`src/rtl/crtc_pkg.sv`:
```
package crtc_pkg;
  localparam int DW    = 32;
  localparam int RAW   = 3;
  localparam int AW    = 32;
  localparam int HCHW  = 9;
  localparam int HCW   = HCHW + 3;
  localparam int VLW   = 12;
  localparam int HSWW  = 6;
  localparam int VSWW  = 5;
  localparam int PW    = 10;
  localparam int PANW  = 16;
  localparam int BPPW  = 2;

  localparam logic [RAW-1:0] ADR_CTRL  = 3'd0;
  localparam logic [RAW-1:0] ADR_HTD   = 3'd1;
  localparam logic [RAW-1:0] ADR_HSYNC = 3'd2;
  localparam logic [RAW-1:0] ADR_VTD   = 3'd3;
  localparam logic [RAW-1:0] ADR_VSYNC = 3'd4;
  localparam logic [RAW-1:0] ADR_PITCH = 3'd5;
  localparam logic [RAW-1:0] ADR_PAN   = 3'd6;
  localparam logic [RAW-1:0] ADR_BASE  = 3'd7;

  localparam int POL_BIT = 23;
  localparam int HI_LSB  = 16;
  localparam int FMT_LSB = 8;

  typedef struct packed {
    logic [BPPW-1:0] bpp_sh;
    logic [HCHW-1:0] htot;
    logic [HCHW-1:0] hdisp;
    logic [HCW-1:0]  hs_start;
    logic [HSWW-1:0] hs_wid;
    logic            hs_low;
    logic [VLW-1:0]  vtot;
    logic [VLW-1:0]  vdisp;
    logic [VLW-1:0]  vs_start;
    logic [VSWW-1:0] vs_wid;
    logic            vs_low;
    logic [PW-1:0]   pitch;
  } timing_t;

  typedef struct packed {
    logic [PANW-1:0] pan_x;
    logic [PANW-1:0] pan_y;
    logic [AW-1:0]   base;
  } origin_t;
endpackage

```
`src/rtl/crtc_regfile.sv`:
```
module crtc_regfile
  import crtc_pkg::*;
(
  input  logic           clk_i,
  input  logic           rst_ni,
  input  logic           wr_en_i,
  input  logic [RAW-1:0] wr_addr_i,
  input  logic [DW-1:0]  wr_data_i,
  input  logic           frame_end_i,
  input  logic           vblank_start_i,
  output logic           en_o,
  output timing_t        act_o,
  output timing_t        act_nx_o,
  output origin_t        org_nx_o
);
  timing_t sh_q, act_q;
  origin_t sh_org_q, act_org_q;
  logic    en_q;
  logic    unused_wr_bits;

  assign unused_wr_bits = ^{wr_data_i[7:1], wr_data_i[15:12], wr_data_i[31:28],
                            wr_data_i[22], wr_data_i[31:24], wr_data_i[15:10],
                            wr_data_i[31:26]};

  assign act_nx_o = (!en_q || frame_end_i) ? sh_q : act_q;
  assign org_nx_o = (!en_q || vblank_start_i) ? sh_org_q : act_org_q;

  always_ff @(posedge clk_i or negedge rst_ni) begin
    if (!rst_ni) begin
      en_q     <= 1'b0;
      sh_q     <= '0;
      sh_org_q <= '0;
    end else if (wr_en_i) begin
      unique case (wr_addr_i)
        ADR_CTRL: begin
          en_q        <= wr_data_i[0];
          sh_q.bpp_sh <= wr_data_i[FMT_LSB +: BPPW];
        end
        ADR_HTD: begin
          sh_q.htot  <= wr_data_i[0 +: HCHW];
          sh_q.hdisp <= wr_data_i[HI_LSB +: HCHW];
        end
        ADR_HSYNC: begin
          sh_q.hs_start <= wr_data_i[0 +: HCW];
          sh_q.hs_wid   <= wr_data_i[HI_LSB +: HSWW];
          sh_q.hs_low   <= wr_data_i[POL_BIT];
        end
        ADR_VTD: begin
          sh_q.vtot  <= wr_data_i[0 +: VLW];
          sh_q.vdisp <= wr_data_i[HI_LSB +: VLW];
        end
        ADR_VSYNC: begin
          sh_q.vs_start <= wr_data_i[0 +: VLW];
          sh_q.vs_wid   <= wr_data_i[HI_LSB +: VSWW];
          sh_q.vs_low   <= wr_data_i[POL_BIT];
        end
        ADR_PITCH: sh_q.pitch <= wr_data_i[0 +: PW];
        ADR_PAN: begin
          sh_org_q.pan_x <= wr_data_i[0 +: PANW];
          sh_org_q.pan_y <= wr_data_i[HI_LSB +: PANW];
        end
        default: sh_org_q.base <= wr_data_i[0 +: AW];
      endcase
    end
  end

  always_ff @(posedge clk_i or negedge rst_ni) begin
    if (!rst_ni) begin
      act_q     <= '0;
      act_org_q <= '0;
    end else begin
      act_q     <= act_nx_o;
      act_org_q <= org_nx_o;
    end
  end

  assign en_o  = en_q;
  assign act_o = act_q;
endmodule

```
`src/rtl/crtc_sync_win.sv`:
```
module crtc_sync_win #(
  parameter int W = 12
) (
  input  logic         en_i,
  input  logic [W-1:0] pos_i,
  input  logic [W:0]   first_i,
  input  logic [W:0]   stop_i,
  input  logic         low_i,
  output logic         sync_o
);
  logic hit;
  assign hit    = ({1'b0, pos_i} >= first_i) && ({1'b0, pos_i} < stop_i);
  assign sync_o = low_i ^ (en_i & hit);
endmodule

```
`src/rtl/crtc_scan_cnt.sv`:
```
module crtc_scan_cnt
  import crtc_pkg::*;
(
  input  logic           clk_i,
  input  logic           rst_ni,
  input  logic           en_i,
  input  timing_t        act_i,
  output logic [HCW-1:0] h_cnt_o,
  output logic [VLW-1:0] v_cnt_o,
  output logic           de_o,
  output logic           hsync_o,
  output logic           vsync_o,
  output logic           line_end_o,
  output logic           frame_end_o,
  output logic           vblank_start_o,
  output logic           disp_line_o
);
  logic [HCW-1:0] h_q, h_max, h_de_last;
  logic [VLW-1:0] v_q;
  logic [HCW:0]   hs_first, hs_stop;
  logic [VLW:0]   vs_first, vs_stop;

  assign h_max     = {act_i.htot, 3'b111};
  assign h_de_last = {act_i.hdisp, 3'b111};

  assign line_end_o     = en_i && (h_q == h_max);
  assign frame_end_o    = line_end_o && (v_q == act_i.vtot);
  assign vblank_start_o = line_end_o && (v_q == act_i.vdisp);
  assign disp_line_o    = v_q <= act_i.vdisp;

  always_ff @(posedge clk_i or negedge rst_ni) begin
    if (!rst_ni) begin
      h_q <= '0;
      v_q <= '0;
    end else if (!en_i) begin
      h_q <= '0;
      v_q <= '0;
    end else if (line_end_o) begin
      h_q <= '0;
      v_q <= frame_end_o ? '0 : v_q + 1'b1;
    end else begin
      h_q <= h_q + 1'b1;
    end
  end

  assign hs_first = (HCW+1)'(act_i.hs_start);
  assign hs_stop  = hs_first + (HCW+1)'({act_i.hs_wid, 3'b000});
  assign vs_first = (VLW+1)'(act_i.vs_start) + 1'b1;
  assign vs_stop  = vs_first + (VLW+1)'(act_i.vs_wid);

  crtc_sync_win #(.W(HCW)) u_hsync (
    .en_i(en_i), .pos_i(h_q), .first_i(hs_first), .stop_i(hs_stop),
    .low_i(act_i.hs_low), .sync_o(hsync_o)
  );

  crtc_sync_win #(.W(VLW)) u_vsync (
    .en_i(en_i), .pos_i(v_q), .first_i(vs_first), .stop_i(vs_stop),
    .low_i(act_i.vs_low), .sync_o(vsync_o)
  );

  assign de_o    = en_i && (h_q <= h_de_last) && disp_line_o;
  assign h_cnt_o = h_q;
  assign v_cnt_o = v_q;
endmodule

```
`src/rtl/crtc_line_addr.sv`:
```
module crtc_line_addr
  import crtc_pkg::*;
(
  input  logic          clk_i,
  input  logic          rst_ni,
  input  logic          en_i,
  input  logic          line_end_i,
  input  logic          frame_end_i,
  input  logic          disp_line_i,
  input  timing_t       act_i,
  input  timing_t       act_nx_i,
  input  origin_t       org_nx_i,
  output logic [AW-1:0] line_addr_o
);
  logic [AW-1:0] step_bytes, nx_pitch_bytes, start_addr, x_bytes, addr_q;

  // pitch units are 8 pixels, so bytes = pitch << (3 + log2 bytes per pixel)
  assign step_bytes     = AW'(act_i.pitch) << (3 + act_i.bpp_sh);
  assign nx_pitch_bytes = AW'(act_nx_i.pitch) << (3 + act_nx_i.bpp_sh);
  assign x_bytes        = AW'({org_nx_i.pan_x[PANW-1:3], 3'b000}) << act_nx_i.bpp_sh;
  assign start_addr     = AW'(org_nx_i.pan_y) * nx_pitch_bytes + x_bytes + org_nx_i.base;

  always_ff @(posedge clk_i or negedge rst_ni) begin
    if (!rst_ni)                        addr_q <= '0;
    else if (!en_i || frame_end_i)      addr_q <= start_addr;
    else if (line_end_i && disp_line_i) addr_q <= addr_q + step_bytes;
  end

  assign line_addr_o = addr_q;
endmodule

```
`src/rtl/crtc_timing_gen.sv`:
```
module crtc_timing_gen
  import crtc_pkg::*;
(
  input  logic           clk_i,
  input  logic           rst_ni,
  input  logic           wr_en_i,
  input  logic [RAW-1:0] wr_addr_i,
  input  logic [DW-1:0]  wr_data_i,
  output logic [HCW-1:0] h_cnt_o,
  output logic [VLW-1:0] v_cnt_o,
  output logic           de_o,
  output logic           hsync_o,
  output logic           vsync_o,
  output logic [AW-1:0]  line_addr_o
);
  logic    en, line_end, frame_end, vblank_start, disp_line;
  timing_t act, act_nx;
  origin_t org_nx;

  crtc_regfile u_regs (
    .clk_i, .rst_ni, .wr_en_i, .wr_addr_i, .wr_data_i,
    .frame_end_i(frame_end), .vblank_start_i(vblank_start),
    .en_o(en), .act_o(act), .act_nx_o(act_nx), .org_nx_o(org_nx)
  );

  crtc_scan_cnt u_cnt (
    .clk_i, .rst_ni, .en_i(en), .act_i(act),
    .h_cnt_o, .v_cnt_o, .de_o, .hsync_o, .vsync_o,
    .line_end_o(line_end), .frame_end_o(frame_end),
    .vblank_start_o(vblank_start), .disp_line_o(disp_line)
  );

  crtc_line_addr u_addr (
    .clk_i, .rst_ni, .en_i(en), .line_end_i(line_end), .frame_end_i(frame_end),
    .disp_line_i(disp_line), .act_i(act), .act_nx_i(act_nx), .org_nx_i(org_nx),
    .line_addr_o
  );
endmodule

```
`config.mk`:
```
export PLATFORM = sky130hd
export DESIGN_NAME = crtc_timing_gen
export DESIGN_NICKNAME = d
export VERILOG_FILES = /design/src/rtl/crtc_pkg.sv /design/src/rtl/crtc_regfile.sv /design/src/rtl/crtc_sync_win.sv /design/src/rtl/crtc_scan_cnt.sv /design/src/rtl/crtc_line_addr.sv /design/src/rtl/crtc_timing_gen.sv
export SDC_FILE = /design/constraint.sdc
export NUM_CORES = 1
export LEC_CHECK = 0
export BUFFER_PORTS_ARGS = -buffer_cell sky130_fd_sc_hd__buf_2
export CORE_MARGIN = 5
export CORE_UTILIZATION = 64
export DETAILED_ROUTE_END_ITERATION = 8
export GPL_ROUTABILITY_DRIVEN = 0
export PLACE_DENSITY = 0.82
export SYNTH_ARGS = -nofsm -noshare
export SYNTH_HDL_FRONTEND = slang
export SYNTH_HIERARCHICAL = 1
export SYNTH_SLANG_ARGS = --single-unit
```
`constraint.sdc`:
```
create_clock -name clk_i -period 12.9 [get_ports clk_i]
set_clock_uncertainty 0.1 [all_clocks]
set_input_delay 1.935 -clock clk_i [delete_from_list [all_inputs] [get_ports clk_i]]
set_output_delay 1.935 -clock clk_i [all_outputs]
set_load 0.05 [all_outputs]
```
======== Yosys cells after proc, flatten, opt, wreduce, memory -nomap -nowiden ========
Cells that the tools add are included.
storage, ports and cells
  bits in registers ....................... 367
  input port bits ......................... 38
  output and inout bits ................... 59
cells by class
  $add $sub $neg .......................... 10
  multiply operators ...................... 1
  order comparisons ....................... 6
  equality and inequality tests ........... 10
  shifts and indexed selects .............. 3
  multiplexer cells ....................... 9
  bitwise operators ....................... 5
  reductions and logical operators ........ 22
operators with widths
  cell                   count
  $add 32x32->32         3
  $mux 91                1
  $mux 32                2
  $mux 64                1
  $shl 10x32->32         2
  $mux 12                5
  $eq 12x12->1           3
  $mul 16x32->32         1
  $shl 16x2->32          1
  $lt 12x13->1           2
  $add 12x1->12 const B  2
  $le 12x12->1           2
  $reduce_and 2->1       8
  $add 12x1->13 const B  1
  $add 12x9->13          1
  $add 13x5->13          1
  $ge 12x13->1           1
  $ge 12x12->1           1
  $eq 3x3->1 const B     3
  $logic_and 1x1->1      8
  $reduce_or 7->1        1
  $add 2x2->3 const A    2
  $eq 3x2->1 const B     2
  $eq 3x1->1 const B     1
  other kinds (8)        11

======== Logic depth before layout (Yosys ltp) ========
Gate-level depths: netlist (run 1).
  depth in word-level cells ............... 11
  gate-level depth with buffers ........... 40
  depth with buffers taken out ............ 32

======== Modules after synthesis ========
The synthesis (run 1) kept the hierarchy.
modules (own cells, without submodules)
  module          times used  cells each  area an instance (um^2)  seq. area each (um^2)
  crtc_line_addr  1           1642        13822.0                  800.8
  crtc_regfile    1           667         11671.2                  7782.5
  crtc_scan_cnt   1           329         2781.4                   600.6
  crtc_sync_win   2           82          609.3                    0.0

======== Worst setup path after synthesis (run 1) ========
No wires, ideal clock.
  path type ............................... register to register
  from .................................... register u_cnt.h_q[3] (netlist: u_cnt/h_cnt_o[3])
  to ...................................... register u_addr.addr_q[28] (netlist: u_addr/line_addr_o[28])
  setup time .............................. 0.128 ns
  arrival ................................. 9.762 ns
  path slack .............................. 2.910 ns
  stages on the path, launching flop included .. 36
  buffers on the path ..................... 6
  cells stage by stage .................... dfrtp_1 xnor2_1 nand4_1 or4_4 and2b_1 nor2b_1 clkbuf_1 mux2_2 clkbuf_1 clkbuf_1 inv_1 ha_1 buf_2 buf_1 mux2i_1 mux2_2 clkbuf_1 nand2_1 fa_1 fa_1 inv_1 fa_1 fa_1 fa_1 inv_1 fa_1 inv_1 ha_1 a21o_1 a21o_1 a21o_1 a221o_1 a21o_1 a31o_1 o41ai_1 nor2_1
RTL lines
  element                 RTL line              text
  from (decl)             crtc_scan_cnt.sv:18   logic [HCW-1:0] h_q, h_max, h_de_last;
  from (signal assigned)  crtc_scan_cnt.sv:42   h_q <= h_q + 1'b1;
  to (signal assigned)    crtc_line_addr.sv:25  else if (!en_i || frame_end_i) addr_q <= start_addr;
  to (signal assigned)    crtc_line_addr.sv:26  else if (line_end_i && disp_line_i) addr_q <= addr_q + step_bytes;
  to (decl)               crtc_line_addr.sv:15  logic [AW-1:0] step_bytes, nx_pitch_bytes, start_addr, x_bytes, addr_q;

==> results.cfg, run 1 <==
[outcome]
status = finished, final reports clean

[final_layout]
syn2layout_area_growth_pct = 7.71
multi_input_area_sq_um = 18000
nets = 3331
register_area_sq_um = 9030
fill_cells = 3138
layout-drive-gt1-share = 0.195

[route]
vias_per_cell = 6.16
first_pass_iters = 8
ant_nets = 0
drt-total-wl_um = 76500
routed-via-count = 21353
drt_iter0_drc = 1924
post_drt_wl_per_cell_um = 22.1
drc = 0

[worst_setup_path]
critPathRequiredTime_ps = 13240
cpPeakStageDelay_ps = 790
slowest_stage = ha_1
start_kind = flip-flop
end_kind = flip-flop
arrival_ps = 11340
path_max_fanout = 30
critical_path_class = flip-flop to flip-flop
path_common_cell = fa_1

[timing]
rsz0062_at_grt = no
post-route-period-util = 0.853
drv_slew = 0
finalHoldViolations = 0
final.setup.tns_ps = 0
slew-limit-headroom = 0.0266
finalSetupViolations = 0
tightest_slew_ps = 1440
fin_crit_ps = 11000
timing.fmax_ghz = 0.0909

[clock_network]
postCtsSetupBuffers = 0
cts-htree-levels = 2
cts_root_buffer = clkbuf_16
cts_resized = 0
cts_max_path_buffers = 3
tritoncts = built
clk_latency_ps = 590
cts.sink_count = 361
cts_buffers = 41
hold_buffers = 0
path_clk_slew_ps = 70

[synth]
ys.warnings.count = 6
synthCells = 2790
synth_area_sq_um = 29300
syn_area_per_cell_sq_um = 10.5

[global_route]
grt_max_degree = 136
grt_pass1_wl_um = 122000
track_usage = 0.306
grt_pass1_vias = 22726
grt-ovfl-total = 0
grt_antenna_before_repair = 1

[hold_path]
hold_class = flip-flop to flip-flop

[floorplanning]
start_util = 0.646
die_w_um = 224
ios = 97
num_rows = 78
fp.dieArea_sq_um = 50100
dieHeight_um = 224
coreArea_sq_um = 45300

[flow_run]
drv_cap = 0

[placed_design]
numPortBuffers = 96
hpwl_um = 56100
layout make-up:
| cell class | count | share of cell area |
|---|---|---|
| multi-input combinational | 1848 | 0.570 |
| sequential | 361 | 0.286 |
| inverter | 470 | 0.0559 |
| clock buffer | 50 | 0.0358 |
| tap | 600 | 0.0238 |
| timing repair buffer | 115 | 0.0201 |
| clock inverter | 23 | 0.00754 |
| antenna | 2 | 0.000159 |
through the flow:
stage	utilization	hold WS, ps	area, sq um	std cells	setup slack, ps
final	0.696	395	31500	3469	1900
after global placement	0.666	378	30200	3394	2460
after CTS	0.696	395	31500	3467	2060
after floorplan	-	370	29300	2791	2910
after global routing	0.696	409	31500	3468	1350
after detailed placement	0.666	381	30200	3394	2140
sequential cells by signal, indices dropped and copies added (netlist names):
register / count
u_regs/act_o: 91
u_regs/sh_org_q: 61
u_cnt/v_cnt_o: 12
u_cnt/h_cnt_o: 12
u_regs/en_o: 1
u_addr/line_addr_o: 32
u_regs/act_org_q: 61
u_regs/sh_q: 91
layout by cell type (no fill, tap or decap), types with 67 or more instances in the layout:
| cell | instances |
|---|---|
| a21oi_1 | 86 |
| and2_1 | 112 |
| buf_2 | 95 |
| dfrtp_1 | 361 |
| fa_1 | 257 |
| ha_1 | 199 |
| inv_1 | 467 |
| mux2_2 | 302 |
| nand2_1 | 228 |
| xnor2_1 | 67 |
critical path: cells and delay by family (launching register included):
kind                     cells  cell delay, ps
AO/OA/AOI/OAI                4            1450
buffers and inverters        4             590
XOR/XNOR                     2             350
flip-flops                   1             480
multiplexers                 3            1530
AND/OR/NAND/NOR              9            1940
adder cells (fa/ha/maj)      8            4350
path summary, 6_finish.rpt:
| kind | start | endpoint | slack, ps | cells after the start |
|---|---|---|---|---|
| max in group asynchronous | rst_ni | u_cnt/h_cnt_o[4] | 9650 | 2 |
| min in group asynchronous | rst_ni | u_cnt/v_cnt_o[2] | 1330 | 1 |
| min reg2reg | u_regs/act_org_q[27] | u_regs/act_org_q[27] | 390 | 1 |
| max reg2reg | u_cnt/h_cnt_o[7] | u_addr/line_addr_o[31] | 1900 | 30 |
| max | u_cnt/h_cnt_o[7] | u_addr/line_addr_o[31] | 1900 | 30 |
| min | u_regs/act_org_q[27] | u_regs/act_org_q[27] | 390 | 1 |
per-layer routing:
metal  wire length, um  up-vias  global-route usage  part of all wire
li1                  -     9254                   -                 -
met1             28200    10783               0.371              0.37
met2             37600     1012               0.516              0.49
met3              5650      302              0.0569             0.074
met4              5040        2               0.175             0.066
met5                20        -                   0           0.00026
Power of run 1 is not shown: default switching activity piles up to over one toggle a cycle in this logic, so the estimate is an artifact.
==> inputs of run 2 (changes only) <==
--- a/config.mk
+++ b/config.mk
@@ -10,7 +10,8 @@
 export CORE_UTILIZATION = 64
 export DETAILED_ROUTE_END_ITERATION = 8
 export GPL_ROUTABILITY_DRIVEN = 0
-export PLACE_DENSITY = 0.82
+export MAX_ROUTING_LAYER = met4
+export PLACE_DENSITY = 0.79
 export SYNTH_ARGS = -nofsm -noshare
 export SYNTH_HDL_FRONTEND = slang
 export SYNTH_HIERARCHICAL = 1
==> run 2 against run 1 <==
Compared with the run above: critical path type unchanged; design area grew 0.40%; largest cell class unchanged; highest routed layer is now met4; maximum frequency shrank 0.83%; first-iteration DRC count shrank 9.2%; critical path depth grew 2; core utilization grew 0.28 points; global-route usage grew 1.0 points; worst hold slack lost 4.6 ps; register-to-register slack lost 90 ps; via count shrank 1.4%; cell count is essentially flat; non-clock buffer count grew 2.
==> results.cfg, run 2 (synthesized netlist as in run 1, its figures left out) <==
[route]
first_pass_iters = 6
dr_wl_met2_um = 37900
drt-total-wl_um = 75900
ant_nets = 0
route.met3.wl_um = 4610
drt_iter0_drc = 1747
vias_per_cell = 6.06
drc = 0
post_drt_wl_per_cell_um = 21.9
met1_length_um = 29300
routed-via-count = 21045
top_layer_used = met4

[floorplanning]
ios = 97
start_util = 0.646
die_w_um = 224
coreArea_sq_um = 45300
num_rows = 78
dieHeight_um = 224
fp.dieArea_sq_um = 50100

[worst_setup_path]
path_max_fanout = 37
critical_path_class = flip-flop to flip-flop
critical_path_buf_inv_count = 8
cpPeakStageDelay_ps = 770
reg2reg_to = u_addr/line_addr_o[31]
rr_worst_depth = 32
end_kind = flip-flop
path_delay_family = adder cells
start_kind = flip-flop
critPathRequiredTime_ps = 13260
ff2ff_setup_slack_ps = 1810
slowest_stage = o21ai_0
path_common_cell = fa_1
arrival_ps = 11450
reg2reg_from = u_cnt/h_cnt_o[3]

[clock_network]
hold_buffers = 0
tritoncts = built
cts_buffers = 40
cts_root_buffer = clkbuf_16
clk_latency_ps = 590
cts_resized = 0
cts_max_path_buffers = 3
postCtsSetupBuffers = 0
cts-htree-levels = 2
path_clk_slew_ps = 60
cts.sink_count = 361

[timing]
finalHoldViolations = 0
finalSetupViolations = 0
rsz0062_at_grt = no
slew-limit-headroom = 0.267
post-route-period-util = 0.860
drv_slew = 0
fin_crit_ps = 11090
tightest_slew_ps = 1100
timing.fmax_ghz = 0.0901
final.setup.tns_ps = 0

[hold_path]
hp-start = u_regs/sh_q[39]
hold_class = flip-flop to flip-flop
hold_depth = 1
whs_endpoint = u_regs/act_o[39]

[outcome]
status = finished, final reports clean

[final_layout]
syn2layout_area_growth_pct = 8.14
layout-drive-gt1-share = 0.196
final_cell_mix = inv_1, dfrtp_1, mux2_2
nets = 3332
final_common_cell = inv_1

[placed_design]
numPortBuffers = 96
hpwl_um = 55600

[global_route]
grt_pass1_vias = 22489
grt-ovfl-total = 0
grt_antenna_before_repair = 0
grt_max_degree = 138
grt_pass1_wl_um = 122000
track_usage = 0.316

[flow_run]
drv_cap = 0
==> run 2: cell types whose count changed in the layout (fill, tap and decap cells not counted), sizes merged <==
cell / before / now
buf: 115 / 117
bufinv: 2 / 7
clkbuf: 50 / 46
clkinv: 18 / 13
clkinvlp: 4 / 2
diode: 2 / 1
inv: 469 / 475
==> run 2: metal layers <==
metal,global-route usage,up-vias
met2,0.529,813
met1,0.385,10706
met3,0.0477,258
met4,0.138,0
met5,-,-
li1,-,9268
==> run 2: worst max-delay path by stage <==
| stage | from | end | slack, ps | cells after the start |
|---|---|---|---|---|
| after detailed placement | u_cnt/h_cnt_o[3] | u_addr/line_addr_o[31] | 2100 | 32 |
| after global placement | u_cnt/h_cnt_o[3] | u_addr/line_addr_o[31] | 2600 | 32 |
| after global routing | u_cnt/h_cnt_o[3] | u_addr/line_addr_o[19] | 1360 | 32 |
| after floorplan | u_cnt/h_cnt_o[3] | u_addr/line_addr_o[28] | 2910 | 35 |
| final | u_cnt/h_cnt_o[3] | u_addr/line_addr_o[31] | 1810 | 32 |
| after CTS | u_cnt/h_cnt_o[3] | u_addr/line_addr_o[31] | 2070 | 32 |
==> run 2: layout make-up <==
cell class | count | area [sq um]
flip-flops and latches | 361 | 9030
clock buffers | 46 | 1070
multi-input cells | 1848 | 18000
fillers | 3237 | 13600
inverters | 470 | 1760
diodes | 1 | 2.50
well taps | 600 | 751
repair buffers | 117 | 648
clock inverters | 27 | 402
==> run 2: worst register-to-register path: cells and delay by family (launching register included) <==
kind,cells,cell delay (ps)
flops,1,500
xor+xnor,2,330
simple gates,6,1580
compound gates,6,1990
fa+ha+maj,8,3980
mux,2,780
buf+inv,8,1670
==> run 2: per-stage QoR <==
stage	setup WS (ps)	instance area (sq um)	instances	hold WS, ps	utilization
final	1810	31700	3470	390	0.699
after global routing	1360	31700	3469	413	0.699
after CTS	2070	31700	3469	394	0.699
after detailed placement	2100	30200	3396	383	0.666
after global placement	2600	30200	3396	380	0.666
after floorplan	2910	29300	2791	370	-
Power of run 2 is left out for the same reason.
==> inputs of run 3 (changes only) <==
==> constraint.sdc (replaced) <==
create_clock -name clk_i -period 12.3 [get_ports clk_i]
set_clock_uncertainty 0.1 [all_clocks]
set_input_delay 1.845 -clock clk_i [delete_from_list [all_inputs] [get_ports clk_i]]
set_output_delay 1.845 -clock clk_i [all_outputs]
set_load 0.05 [all_outputs]
==> run 3 against run 2 <==
Compared with the run above: wire length decreased by 3.1%; critical path type unchanged; global-route usage decreased by 1.1 points; die area unchanged; critical path depth decreased by 1; setup slack got worse by 520 ps; largest cell class unchanged.
==> results.cfg, run 3 (synthesized netlist as in run 1, its figures left out) <==
[timing]
rsz0062_at_grt = no
tightest_slew_ps = 1290
timing.fmax_ghz = 0.0908
slew-limit-headroom = 0.130
finalHoldViolations = 0
drv_slew = 0
fin_crit_ps = 11010
final.setup.tns_ps = 0
finalSetupViolations = 0
post-route-period-util = 0.895

[flow_run]
drv_cap = 0

[route]
vias_per_cell = 6.05
post_drt_wl_per_cell_um = 21.2
drc = 0
ant_nets = 0
drt_iter0_drc = 1776
first_pass_iters = 5
drt-total-wl_um = 73500
routed-via-count = 20943

[final_layout]
register_area_sq_um = 9030
utilization = 0.699
layout-drive-gt1-share = 0.193
stdcell_area_sq_um = 31600
final_cell_mix = inv_1, dfrtp_1, mux2_2
final_common_cell = inv_1
fill_cells = 3249
syn2layout_area_growth_pct = 8.08
insertedDiodeCount = 0
nets = 3330
layout.cells.non_filler = 3464
multi_input_area_sq_um = 18000

[clock_network]
cts-htree-levels = 2
cts_root_buffer = clkbuf_16
hold_buffers = 0
cts_buffers = 40
cts.sink_count = 361
cts_max_path_buffers = 3
clk_latency_ps = 580
tritoncts = built
postCtsSetupBuffers = 0
path_clk_slew_ps = 60
cts_resized = 0

[worst_setup_path]
arrival_ps = 11340
path_delay_family = adder cells
start_kind = flip-flop
cpPeakStageDelay_ps = 810
critical_path_buf_inv_count = 7
path_depth = 31
rr_worst_depth = 31
path_max_fanout = 30
ff2ff_setup_slack_ps = 1290
slowest_stage = ha_1
critPathRequiredTime_ps = 12630
end_kind = flip-flop
critical_path_class = flip-flop to flip-flop

[hold_path]
hold_depth = 1
hold_class = flip-flop to flip-flop

[floorplanning]
fp.dieArea_sq_um = 50100
die_w_um = 224
start_util = 0.646
num_rows = 78
ios = 97
coreArea_sq_um = 45300
dieHeight_um = 224

[global_route]
grt_pass1_wl_um = 119000
grt_use_met1 = 0.375
grt.met2_usage = 0.500
grt_pass1_vias = 21920
track_usage = 0.305
top_usage_layer = met2
grt_antenna_before_repair = 4
grt_max_degree = 133
grtUsageMet3 = 0.0373
grt-ovfl-total = 0

[outcome]
status = finished, final reports clean

[placed_design]
placed_cells = 3394
post_dp_cell_area_sq_um = 30200
hpwl_um = 54900
numPortBuffers = 96
## run 3: cell count changes in the layout (fill, tap and decap cells not counted), sizes merged
cell / previous run / this run
clkinvlp: 2 / 1
buf: 117 / 115
clkbuf: 46 / 52
diode: 1 / 0
bufinv: 7 / 8
inv: 475 / 469
clkinv: 13 / 10
## run 3: cell type report
cell class              count  share of cell area
multi-input cells        1848               0.568
flip-flops and latches    361               0.285
inverters                 470              0.0558
clock buffers              52              0.0356
well taps                 600              0.0237
repair buffers            115              0.0200
clock inverters            18              0.0111
## run 3: per-stage QoR
stage               setup slack (ps)  hold slack (ps)
floorplan                       2310              370
global placement                1830              380
detailed placement              1520              385
CTS                             1430              396
global route                     819              408
finish                          1290              391
## run 3: path summary, 6_finish.rpt
path	end	start
hold reg to reg	u_regs/act_o[37]	u_regs/sh_q[37]
min in group asynchronous	u_cnt/v_cnt_o[10]	rst_ni
setup / recovery	u_addr/line_addr_o[24]	u_regs/en_o
setup reg to reg	u_addr/line_addr_o[24]	u_regs/en_o
hold / removal	u_regs/act_o[37]	u_regs/sh_q[37]
max in group asynchronous	u_regs/act_org_q[18]	rst_ni
## run 3: worst register-to-register path: cells and delay by family, from the launching register on
| family | cells | cell delay (ps) |
|---|---|---|
| adders and majority gates | 8 | 4190 |
| AOI/OAI and AO/OA | 7 | 1890 |
| and+or+nand+nor | 6 | 1600 |
| muxes | 3 | 1500 |
| buffers and inverters | 7 | 820 |
| DFF | 1 | 740 |
## run 3: routing by layer
layer	vias to the layer above	routed length [um]	part of all wire
met2	843	36700	0.50
met1	10558	28000	0.38
met4	0	4580	0.062
li1	9273	-	-
met5	-	0	0
met3	269	4270	0.058
Power of run 3 is left out for the same reason.
